`src/rtl/pwm16_pkg.sv`:
```
package pwm16_pkg;

   localparam int DATA_W = 8;

   typedef enum logic [1:0] {
      REG_CTRL   = 2'd0,
      REG_CMP_LO = 2'd1,
      REG_CMP_HI = 2'd2,
      REG_FLAG   = 2'd3
   } reg_addr_e;

   // bit 0 is the compare enable, bit 4 the channel interrupt enable
   typedef struct packed {
      logic irq_en;
      logic match_ie;
      logic wide_sel;
      logic pwm_sel;
      logic cmp_en;
   } ctrl_t;

   localparam int CTRL_W = $bits(ctrl_t);

endpackage

```
`src/rtl/pwm_timebase.sv`:
```
module pwm_timebase #(
   parameter int CNT_W = 16
) (
   input  logic             clk,
   input  logic             rst_n,
   input  logic             tick,
   output logic [CNT_W-1:0] count,
   output logic [CNT_W-1:0] next_count,
   output logic             ovf_evt
);

   logic [CNT_W-1:0] cnt_q;

   assign next_count = cnt_q + CNT_W'(1);
   assign ovf_evt    = tick & (&cnt_q);
   assign count      = cnt_q;

   always_ff @(posedge clk) begin
      if (!rst_n) begin
         cnt_q <= '0;
      end else if (tick) begin
         cnt_q <= next_count;
      end
   end

endmodule

```
`src/rtl/pwm_cmp_regs.sv`:
```
module pwm_cmp_regs
   import pwm16_pkg::*;
#(
   parameter int HALF_W = 8
) (
   input  logic                  clk,
   input  logic                  rst_n,
   input  logic                  wr_en,
   input  logic [1:0]            wr_addr,
   input  logic [DATA_W-1:0]     wr_data,
   input  logic                  match_evt,
   output logic [2*HALF_W-1:0]   cmp_val,
   output ctrl_t                 ctrl,
   output logic                  flag
);

   ctrl_t ctrl_q;
   logic  flag_q;
   logic  unused_wr_bits;

   assign unused_wr_bits = ^wr_data[DATA_W-1:CTRL_W];

   // one storage half per address, low half at bit 0
   for (genvar h = 0; h < 2; h++) begin : g_half
      localparam logic [1:0] HALF_ADDR = (h == 0) ? REG_CMP_LO : REG_CMP_HI;
      logic [HALF_W-1:0] half_q;

      always_ff @(posedge clk) begin
         if (!rst_n) begin
            half_q <= '0;
         end else if (wr_en && (wr_addr == HALF_ADDR)) begin
            half_q <= wr_data[HALF_W-1:0];
         end
      end

      assign cmp_val[h*HALF_W +: HALF_W] = half_q;
   end

   // the half writes also drive the compare enable
   always_ff @(posedge clk) begin
      if (!rst_n) begin
         ctrl_q <= '0;
      end else if (wr_en) begin
         case (reg_addr_e'(wr_addr))
            REG_CTRL:   ctrl_q        <= ctrl_t'(wr_data[CTRL_W-1:0]);
            REG_CMP_LO: ctrl_q.cmp_en <= 1'b0;
            REG_CMP_HI: ctrl_q.cmp_en <= 1'b1;
            default:    ctrl_q        <= ctrl_q;
         endcase
      end
   end

   // a match outranks a clearing write
   always_ff @(posedge clk) begin
      if (!rst_n) begin
         flag_q <= 1'b0;
      end else if (match_evt) begin
         flag_q <= 1'b1;
      end else if (wr_en && (wr_addr == REG_FLAG) && !wr_data[0]) begin
         flag_q <= 1'b0;
      end
   end

   assign ctrl = ctrl_q;
   assign flag = flag_q;

endmodule

```
`src/rtl/pwm_cmp_core.sv`:
```
module pwm_cmp_core
   import pwm16_pkg::*;
#(
   parameter int CNT_W    = 16,
   parameter bit SET_WINS = 1'b1
) (
   input  logic             clk,
   input  logic             rst_n,
   input  logic             tick,
   input  logic [CNT_W-1:0] next_count,
   input  logic             ovf_evt,
   input  logic [CNT_W-1:0] cmp_val,
   input  ctrl_t            ctrl,
   output logic             match_evt,
   output logic             pwm_out
);

   logic active;
   logic out_q;

   assign active    = ctrl.cmp_en & ctrl.pwm_sel & ctrl.wide_sel;
   assign match_evt = tick & active & (next_count == cmp_val);

   if (SET_WINS) begin : g_set_first
      always_ff @(posedge clk) begin
         if (!rst_n) begin
            out_q <= 1'b0;
         end else if (match_evt) begin
            out_q <= 1'b1;
         end else if (ovf_evt) begin
            out_q <= 1'b0;
         end
      end
   end else begin : g_clr_first
      always_ff @(posedge clk) begin
         if (!rst_n) begin
            out_q <= 1'b0;
         end else if (ovf_evt) begin
            out_q <= 1'b0;
         end else if (match_evt) begin
            out_q <= 1'b1;
         end
      end
   end

   assign pwm_out = out_q;

endmodule

```
`src/rtl/pwm16_channel.sv`:
```
module pwm16_channel
   import pwm16_pkg::*;
#(
   parameter int HALF_W   = 8,
   parameter bit SET_WINS = 1'b1
) (
   input  logic                clk,
   input  logic                rst_n,
   input  logic                tick,
   input  logic                wr_en,
   input  logic [1:0]          wr_addr,
   input  logic [7:0]          wr_data,
   output logic [2*HALF_W-1:0] count,
   output logic                pwm_out,
   output logic                match_flag,
   output logic                irq
);

   localparam int CNT_W = 2 * HALF_W;

   if ((HALF_W < 1) || (HALF_W > DATA_W)) begin : g_bad_half_w
      $error("HALF_W must lie between 1 and the write-data width");
   end

   if (CTRL_W > DATA_W) begin : g_bad_ctrl_w
      $error("control field wider than the write data");
   end

   logic [CNT_W-1:0] next_count;
   logic             ovf_evt;
   logic [CNT_W-1:0] cmp_val;
   ctrl_t            ctrl;
   logic             match_evt;

   pwm_timebase #(
      .CNT_W (CNT_W)
   ) u_timebase (
      .clk        (clk),
      .rst_n      (rst_n),
      .tick       (tick),
      .count      (count),
      .next_count (next_count),
      .ovf_evt    (ovf_evt)
   );

   pwm_cmp_regs #(
      .HALF_W (HALF_W)
   ) u_regs (
      .clk       (clk),
      .rst_n     (rst_n),
      .wr_en     (wr_en),
      .wr_addr   (wr_addr),
      .wr_data   (wr_data),
      .match_evt (match_evt),
      .cmp_val   (cmp_val),
      .ctrl      (ctrl),
      .flag      (match_flag)
   );

   pwm_cmp_core #(
      .CNT_W    (CNT_W),
      .SET_WINS (SET_WINS)
   ) u_core (
      .clk        (clk),
      .rst_n      (rst_n),
      .tick       (tick),
      .next_count (next_count),
      .ovf_evt    (ovf_evt),
      .cmp_val    (cmp_val),
      .ctrl       (ctrl),
      .match_evt  (match_evt),
      .pwm_out    (pwm_out)
   );

   assign irq = match_flag & ctrl.match_ie & ctrl.irq_en;

endmodule

```
`config.mk`:
```
export PLATFORM = sky130hd
export DESIGN_NAME = pwm16_channel
export DESIGN_NICKNAME = d
export VERILOG_FILES = /design/src/rtl/pwm16_pkg.sv /design/src/rtl/pwm_timebase.sv /design/src/rtl/pwm_cmp_regs.sv /design/src/rtl/pwm_cmp_core.sv /design/src/rtl/pwm16_channel.sv
export SDC_FILE = /design/constraint.sdc
export NUM_CORES = 1
export LEC_CHECK = 0
export ABC_AREA = 1
export CORE_ASPECT_RATIO = 2
export CORE_MARGIN = 5
export CORE_UTILIZATION = 57
export DETAILED_ROUTE_END_ITERATION = 7
export DONT_BUFFER_PORTS = 1
export PLACE_DENSITY = 0.85
export SYNTH_ARGS = -nofsm -noshare
export SYNTH_HDL_FRONTEND = slang
export SYNTH_SLANG_ARGS = --single-unit
```
`constraint.sdc`:
```
create_clock -name clk -period 1.63 [get_ports clk]
set_input_delay 0.2445 -clock clk [delete_from_list [all_inputs] [get_ports clk]]
set_output_delay 0.2445 -clock clk [all_outputs]
set_load 0.02 [all_outputs]
```
# After elaboration in Yosys (flattened, before gate mapping)
# Index checks and enable logic that the tools add are counted.
# totals
reg_bits,39
in_bits,14
out_inout_bits,19
wordCells,39
# classes
addsub,1
eq_ne,4
muxes,5
bitwise,7
reduce_logical,12
# ops
operator,count
$add A16 B1 Y16 const B,1
$eq A16 B16 Y1,1
$reduce_and A16 Y1,1
$and A1 B1 Y1,7
$eq A2 B2 Y1 const B,2
$logic_and A1 B1 Y1,4
$mux W1,4
$reduce_and A2 Y1,2
$reduce_bool A2 Y1,2
$pmux W1 S3,1
$reduce_bool A3 Y1,1
$eq A2 B1 Y1 const B,1
$logic_not A2 Y1,1
$logic_not A1 Y1,1

# Logic depth before layout (Yosys ltp)
# logic_depth
ltp_word,5
depth_mapped,12
mapped_depth_nobuf,12

# By module
# A second synthesis with hierarchy kept.
# hier_totals
hier_cells,363
area_unflattened_um2,2298.5
# by_module_without_submodules
module,n_inst,cells_per_inst,area_per_inst_um2,seq_area_each_um2
pwm_timebase,1,164,1043.5,320.3
pwm_cmp_regs,1,110,838.3,440.4
pwm_cmp_core,1,86,402.9,20.0
pwm16_channel,1,3,13.8,0.0

# Worst setup path after synthesis
# Ideal clock, no wire load.
# synth_timing
kind,reg2reg
startpoint,"register u_timebase.cnt_q[0], in the netlist u_timebase.count[0]"
endpoint,"register u_core.out_q, in the netlist u_core.pwm_out"
setup_ps,72
t_arrival_ps,1716
required_time_ps,1558
setup_slack_ps,-158
path_stages_with_launch,10
period_less_slack_ps,1788
cell_sequence,dfxtp_1 ha_1 nand2_1 nor2_2 nand3_1 xor3_1 nand2_1 nor2_1 nand3_2 a21oi_1
# synth_between
elab_chain_cells,4
elab_cells_between_ends,7
classes_between,1 x add/sub; 1 x eq/ne; 1 x mux; 2 x bitwise; 2 x reduce/logical
# synth_lines
element,line_no,rtl
start: declaration,pwm_timebase.sv:12,logic [CNT_W-1:0] cnt_q;
start signal: assignment,pwm_timebase.sv:22,cnt_q <= next_count;
$add A16 B1 Y16,pwm_timebase.sv:14,assign next_count = cnt_q + CNT_W'(1);
$eq A16 B16 Y1,pwm_cmp_core.sv:22,assign match_evt = tick & active & (next_count == cmp_val);
$and A1 B1 Y1,pwm_cmp_core.sv:22,
$mux W1 or $reduce_bool A2 Y1 (tied branches),--,
end signal: assignment,pwm_cmp_core.sv:27,out_q <= 1'b0;
end signal: assignment,pwm_cmp_core.sv:29,out_q <= 1'b1;
end signal: assignment,pwm_cmp_core.sv:31,out_q <= 1'b0;
end: declaration,pwm_cmp_core.sv:19,logic out_q;
# Parallel ways exist; a longest one is shown, timed or not.
# A chain may end at the register's enable or synchronous reset.

# Worst setup path in the final report
# layout_timing
startpoint,"register u_timebase.cnt_q[1], in the netlist u_timebase.count[1]"
endpoint,"register u_regs.flag_q, in the netlist u_regs.flag"
# layout_between
elab_chain_cells,4
elab_cells_between_ends,5
classes_between,1 x add/sub; 1 x eq/ne; 1 x mux; 1 x bitwise; 1 x reduce/logical
# layout_lines
element,line_no,rtl
$add A16 B1 Y16 (*),pwm_timebase.sv:14,
$eq A16 B16 Y1 (*),pwm_cmp_core.sv:22,
$and A1 B1 Y1 (*),pwm_cmp_core.sv:22,
$mux W1 or $reduce_bool A2 Y1 (tied branches),--,
end signal: assignment,pwm_cmp_regs.sv:56,flag_q <= 1'b0;
end signal: assignment,pwm_cmp_regs.sv:58,flag_q <= 1'b1;
end signal: assignment,pwm_cmp_regs.sv:60,flag_q <= 1'b0;
end: declaration,pwm_cmp_regs.sv:18,logic flag_q;
# Mark *: on every way between the ends. The rest lies on a longest branch, timed or not.

==> impl_metrics.prom <==
# TYPE chip_impl_metric gauge
chip_impl_info{name="status",value="complete, but fails checks"} 1
chip_impl_info{name="violations",value="setup timing"} 1
chip_impl_metric{name="wire_per_inst",unit="um"} 15.3
chip_impl_metric{name="route.antenna.remaining_nets",unit=""} 0
chip_impl_metric{name="dieWidth",unit="um"} 54.5
chip_impl_metric{name="dpl_worst_slack",unit="ns"} -0.0832
chip_impl_metric{name="synth_edf_count",unit=""} 0
chip_impl_metric{name="clock_path_buffers",unit=""} 2
chip_impl_info{name="clockRootBuffer",value="sky130_fd_sc_hd__clkbuf_8"} 1
chip_impl_metric{name="grt_util_all_layers",unit=""} 0.254
chip_impl_metric{name="placed_cell_area",unit="um2"} 2540
chip_impl_metric{name="met2_wirelength",unit="um"} 3420
chip_impl_metric{name="route.vias.total",unit=""} 2344
chip_impl_metric{name="setup_slack",unit="ns"} -0.117
chip_impl_metric{name="port_buffers",unit=""} 0
chip_impl_metric{name="clock_sink_count",unit=""} 39
chip_impl_metric{name="rows",unit=""} 32
chip_impl_metric{name="final_util",unit=""} 0.723
chip_impl_metric{name="powerDensity",unit="nW/um2"} 780
chip_impl_metric{name="synthArstFlopShare",unit=""} 0
chip_impl_metric{name="met3WireLength",unit="um"} 459
chip_impl_info{name="rsz0062_at_grt",value="true"} 1
chip_impl_info{name="postSynth.topFlopCell",value="sky130_fd_sc_hd__dfxtp_1"} 1
chip_impl_metric{name="drv_cap",unit=""} 0
chip_impl_info{name="hold_path.class",value="in2reg"} 1
chip_impl_info{name="tritoncts",value="built"} 1
chip_impl_metric{name="num-nets-final",unit=""} 385
chip_impl_metric{name="layout_fillers",unit=""} 309
chip_impl_metric{name="layout.cell_area.non_filler",unit="um2"} 2780
chip_impl_metric{name="clk_latency",unit="ns"} 0.32
chip_impl_metric{name="grt_remaining_overflow",unit=""} 0
chip_impl_metric{name="share_of_yosys_cell_area_claimed_by_the_top_area_cell_type",unit=""} 0.346
chip_impl_metric{name="antenna_found_initial",unit=""} 0
chip_impl_metric{name="first_global_vias",unit=""} 2347
chip_impl_metric{name="worst_setup_hold_path_clk_slew",unit="ns"} 0.08
chip_impl_metric{name="post_route_total_power",unit="mW"} 2.17
chip_impl_metric{name="cts_inserted_buffers",unit=""} 5
chip_impl_metric{name="finalWirelength",unit="um"} 6400
chip_impl_metric{name="max_slew_margin",unit=""} 0.727
chip_impl_metric{name="dp_cells",unit=""} 405
chip_impl_metric{name="ys_ff_latch",unit=""} 39
chip_impl_metric{name="via_per_inst",unit=""} 5.61
chip_impl_metric{name="die_height",unit="um"} 99.0
chip_impl_info{name="post-synth-top-count-cell",value="sky130_fd_sc_hd__nand2_1"} 1
chip_impl_metric{name="leakage",unit="nW"} 1.29
chip_impl_metric{name="synth_nets",unit=""} 349
chip_impl_metric{name="synth_seq_area_share",unit=""} 0.346
chip_impl_metric{name="core_area",unit="um2"} 3840
chip_impl_metric{name="summed_instance_area_of_the_synthesized_netlist",unit="um2"} 2260
chip_impl_metric{name="post_synth_num_cell_types",unit=""} 28
chip_impl_metric{name="grt_first_pass_wirelength",unit="um"} 10300
chip_impl_metric{name="synthesis.yosys.warnings",unit=""} 0
chip_impl_metric{name="count_of_inserted_antenna_diode_cells",unit=""} 0
chip_impl_info{name="top_post_synthesis_cells_by_area",value="sky130_fd_sc_hd__dfxtp_1 (35%), sky130_fd_sc_hd__nand2_1 (9.5%), sky130_fd_sc_hd__inv_1 (8.0%), sky130_fd_sc_hd__nand3_1 (7.5%), sky130_fd_sc_hd__o21ai_0 (7.5%)"} 1
chip_impl_metric{name="post_cts_hold_buffer_count",unit=""} 0
chip_impl_metric{name="fin_hold_ws",unit="ns"} 0.0283
chip_impl_metric{name="die_area",unit="um2"} 5390
chip_impl_metric{name="detailedRoute.firstIterationViolations",unit=""} 148
chip_impl_info{name="post-synth-top-area-cell",value="sky130_fd_sc_hd__dfxtp_1"} 1
chip_impl_metric{name="drc",unit=""} 0
chip_impl_metric{name="final_layout_size_suffix_gt1_frac",unit=""} 0.253
chip_impl_metric{name="htreeDepth",unit=""} 2
chip_impl_metric{name="post_synth.cell_area_avg",unit="um2"} 6.84
chip_impl_metric{name="min_period_over_period",unit=""} 1.07
chip_impl_metric{name="fin_setup_tns",unit="ns"} -0.234
chip_impl_info{name="worstSetupPathType",value="reg2reg"} 1
chip_impl_metric{name="synthToLayoutAreaGrowth",unit="%"} 23.2
chip_impl_metric{name="crit_arrival",unit="ns"} 1.99
chip_impl_metric{name="worstPathRequired",unit="ns"} 1.87
chip_impl_info{name="top_signal_layer_used",value="met4"} 1
chip_impl_metric{name="period_minus_slack",unit="ns"} 1.75
chip_impl_metric{name="num_io_pins",unit=""} 33
chip_impl_info{name="worst_setup_path_end_kind",value="register"} 1
chip_impl_metric{name="layoutNonFillerInstCount",unit=""} 418
chip_impl_metric{name="setup_viol_count_final",unit=""} 2
chip_impl_metric{name="start_util",unit=""} 0.587
chip_impl_metric{name="finalWeightedCongestion",unit=""} 0.883
chip_impl_metric{name="max_clock_freq",unit="MHz"} 572
chip_impl_metric{name="place_hpwl",unit="um"} 4490
chip_impl_metric{name="first_pass_iters",unit=""} 6
chip_impl_metric{name="grt_start_max_net_pins",unit=""} 31
chip_impl_metric{name="synthesis.instances",unit=""} 330
chip_impl_metric{name="ir_worst_vdd",unit="mV"} 0.984
chip_impl_info{name="synth_top_cells_by_count",value="sky130_fd_sc_hd__nand2_1 (57), sky130_fd_sc_hd__inv_1 (48), sky130_fd_sc_hd__dfxtp_1 (39)"} 1
chip_impl_metric{name="clock-skew-final",unit="ns"} 0.0138
chip_impl_metric{name="maxSlewViolCount",unit=""} 0
chip_impl_metric{name="tightestPinTransition",unit="ns"} 0.407
chip_impl_info{name="timing.critical_path.from_type",value="register"} 1
chip_impl_metric{name="critical_path_peak_fanout",unit=""} 7
chip_impl_metric{name="wirelength_met1",unit="um"} 2180
chip_impl_metric{name="timing.final.hold_violations",unit=""} 0
[sequential cells by signal, indices dropped and copies added, names as in the netlist]
signal                count
u_core.pwm_out            1
u_regs.g_half.half_q     16
u_regs.ctrl               5
u_regs.flag               1
u_timebase.count         16
[layout make-up]
type                            instances  area (um2)  share of cell area
Sequential cell                        39         800               0.288
Inverter                               50         188              0.0675
Multi-Input combinational cell        233        1360               0.488
Clock inverter                          3        25.0             0.00900
Clock buffer                            5        68.8              0.0248
Timing Repair Buffer                   37         278              0.0999
Tap cell                               51        63.8              0.0230
[layout by cell type, fill, tap and decap left out, types with 2 or more instances in the layout]
master | synthesis | routed
sky130_fd_sc_hd__a21oi_1 | 22 | 20
sky130_fd_sc_hd__a21oi_2 | 0 | 2
sky130_fd_sc_hd__buf_4 | 0 | 37
sky130_fd_sc_hd__clkbuf_8 | 0 | 5
sky130_fd_sc_hd__clkinv_4 | 0 | 2
sky130_fd_sc_hd__dfxtp_1 | 39 | 32
sky130_fd_sc_hd__dfxtp_2 | 0 | 3
sky130_fd_sc_hd__dfxtp_4 | 0 | 4
sky130_fd_sc_hd__ha_1 | 5 | 4
sky130_fd_sc_hd__inv_1 | 48 | 48
sky130_fd_sc_hd__nand2_1 | 57 | 53
sky130_fd_sc_hd__nand2_2 | 8 | 11
sky130_fd_sc_hd__nand2_4 | 1 | 2
sky130_fd_sc_hd__nand3_1 | 34 | 27
sky130_fd_sc_hd__nand3_2 | 1 | 7
sky130_fd_sc_hd__nand3b_1 | 3 | 3
sky130_fd_sc_hd__nand4_1 | 7 | 7
sky130_fd_sc_hd__nor2_1 | 32 | 28
sky130_fd_sc_hd__nor2_2 | 4 | 6
sky130_fd_sc_hd__nor2_4 | 6 | 8
sky130_fd_sc_hd__o211ai_1 | 5 | 5
sky130_fd_sc_hd__o21ai_0 | 34 | 34
sky130_fd_sc_hd__o31ai_1 | 2 | 2
sky130_fd_sc_hd__xnor2_1 | 2 | 2
sky130_fd_sc_hd__xor2_1 | 4 | 4
[cell families (layout without fill, tap and decap cells)]
kind of cell	count (synthesis)	count (layout)	synth area share
AOI/OAI and AO/OA	64	64	0.151
xor gates and xnor gates	8	8	0.0455
adders and majority gates	5	5	0.0277
buffers and inverters	58	95	0.0965
DFF	39	39	0.346
and+or+nand+nor	156	156	0.333
[where the power goes]
part / internal [mW] / leakage, nW / switching, mW / total [mW]
logic: 0.175 / 0.923 / 0.232 / 0.407
registers: 1.01 / 0.324 / 0.0539 / 1.06
clock network: 0.306 / 0.0443 / 0.394 / 0.700
total: 1.49 / 1.29 / 0.680 / 2.17
[timing repair]
action                                  in CTS  in global routing
pin swaps                                    7                  7
setup buffers                                2                  3
cloned                                       0                  0
endpoints found under the setup margin       2                  2
resized for setup                           12                 20
[worst paths after layout]
| kind | start | to | slack (ns) | depth (start not counted) |
|---|---|---|---|---|
| min reg2reg | u_regs.g_half[0].half_q[3] | u_regs.g_half[0].half_q[3] | 0.47 | 2 |
| min | tick | u_timebase.count[12] | 0.03 | 1 |
| max reg2reg | u_timebase.count[1] | u_regs.flag | -0.12 | 11 |
| max | u_timebase.count[1] | u_regs.flag | -0.12 | 11 |
[worst max-delay path: stages (launching register included)]
cell                      delay [ns]
sky130_fd_sc_hd__dfxtp_4        0.39
sky130_fd_sc_hd__ha_4           0.18
sky130_fd_sc_hd__nand2_4        0.08
sky130_fd_sc_hd__nor2_4         0.19
sky130_fd_sc_hd__nand4_1        0.15
sky130_fd_sc_hd__nand2_1        0.12
sky130_fd_sc_hd__nand2_1        0.07
sky130_fd_sc_hd__nand2_1        0.08
sky130_fd_sc_hd__nand2_1        0.08
sky130_fd_sc_hd__nor2_2         0.12
sky130_fd_sc_hd__nand3_2        0.10
sky130_fd_sc_hd__a21oi_2        0.12
[routing by layer]
metal	GRT usage	vias up
met5	0	-
met2	0.433	113
met3	0.0575	33
met1	0.276	1051
li1	-	1147
met4	0.132	0
No activity file was read; power rests on OpenSTA's default activity.
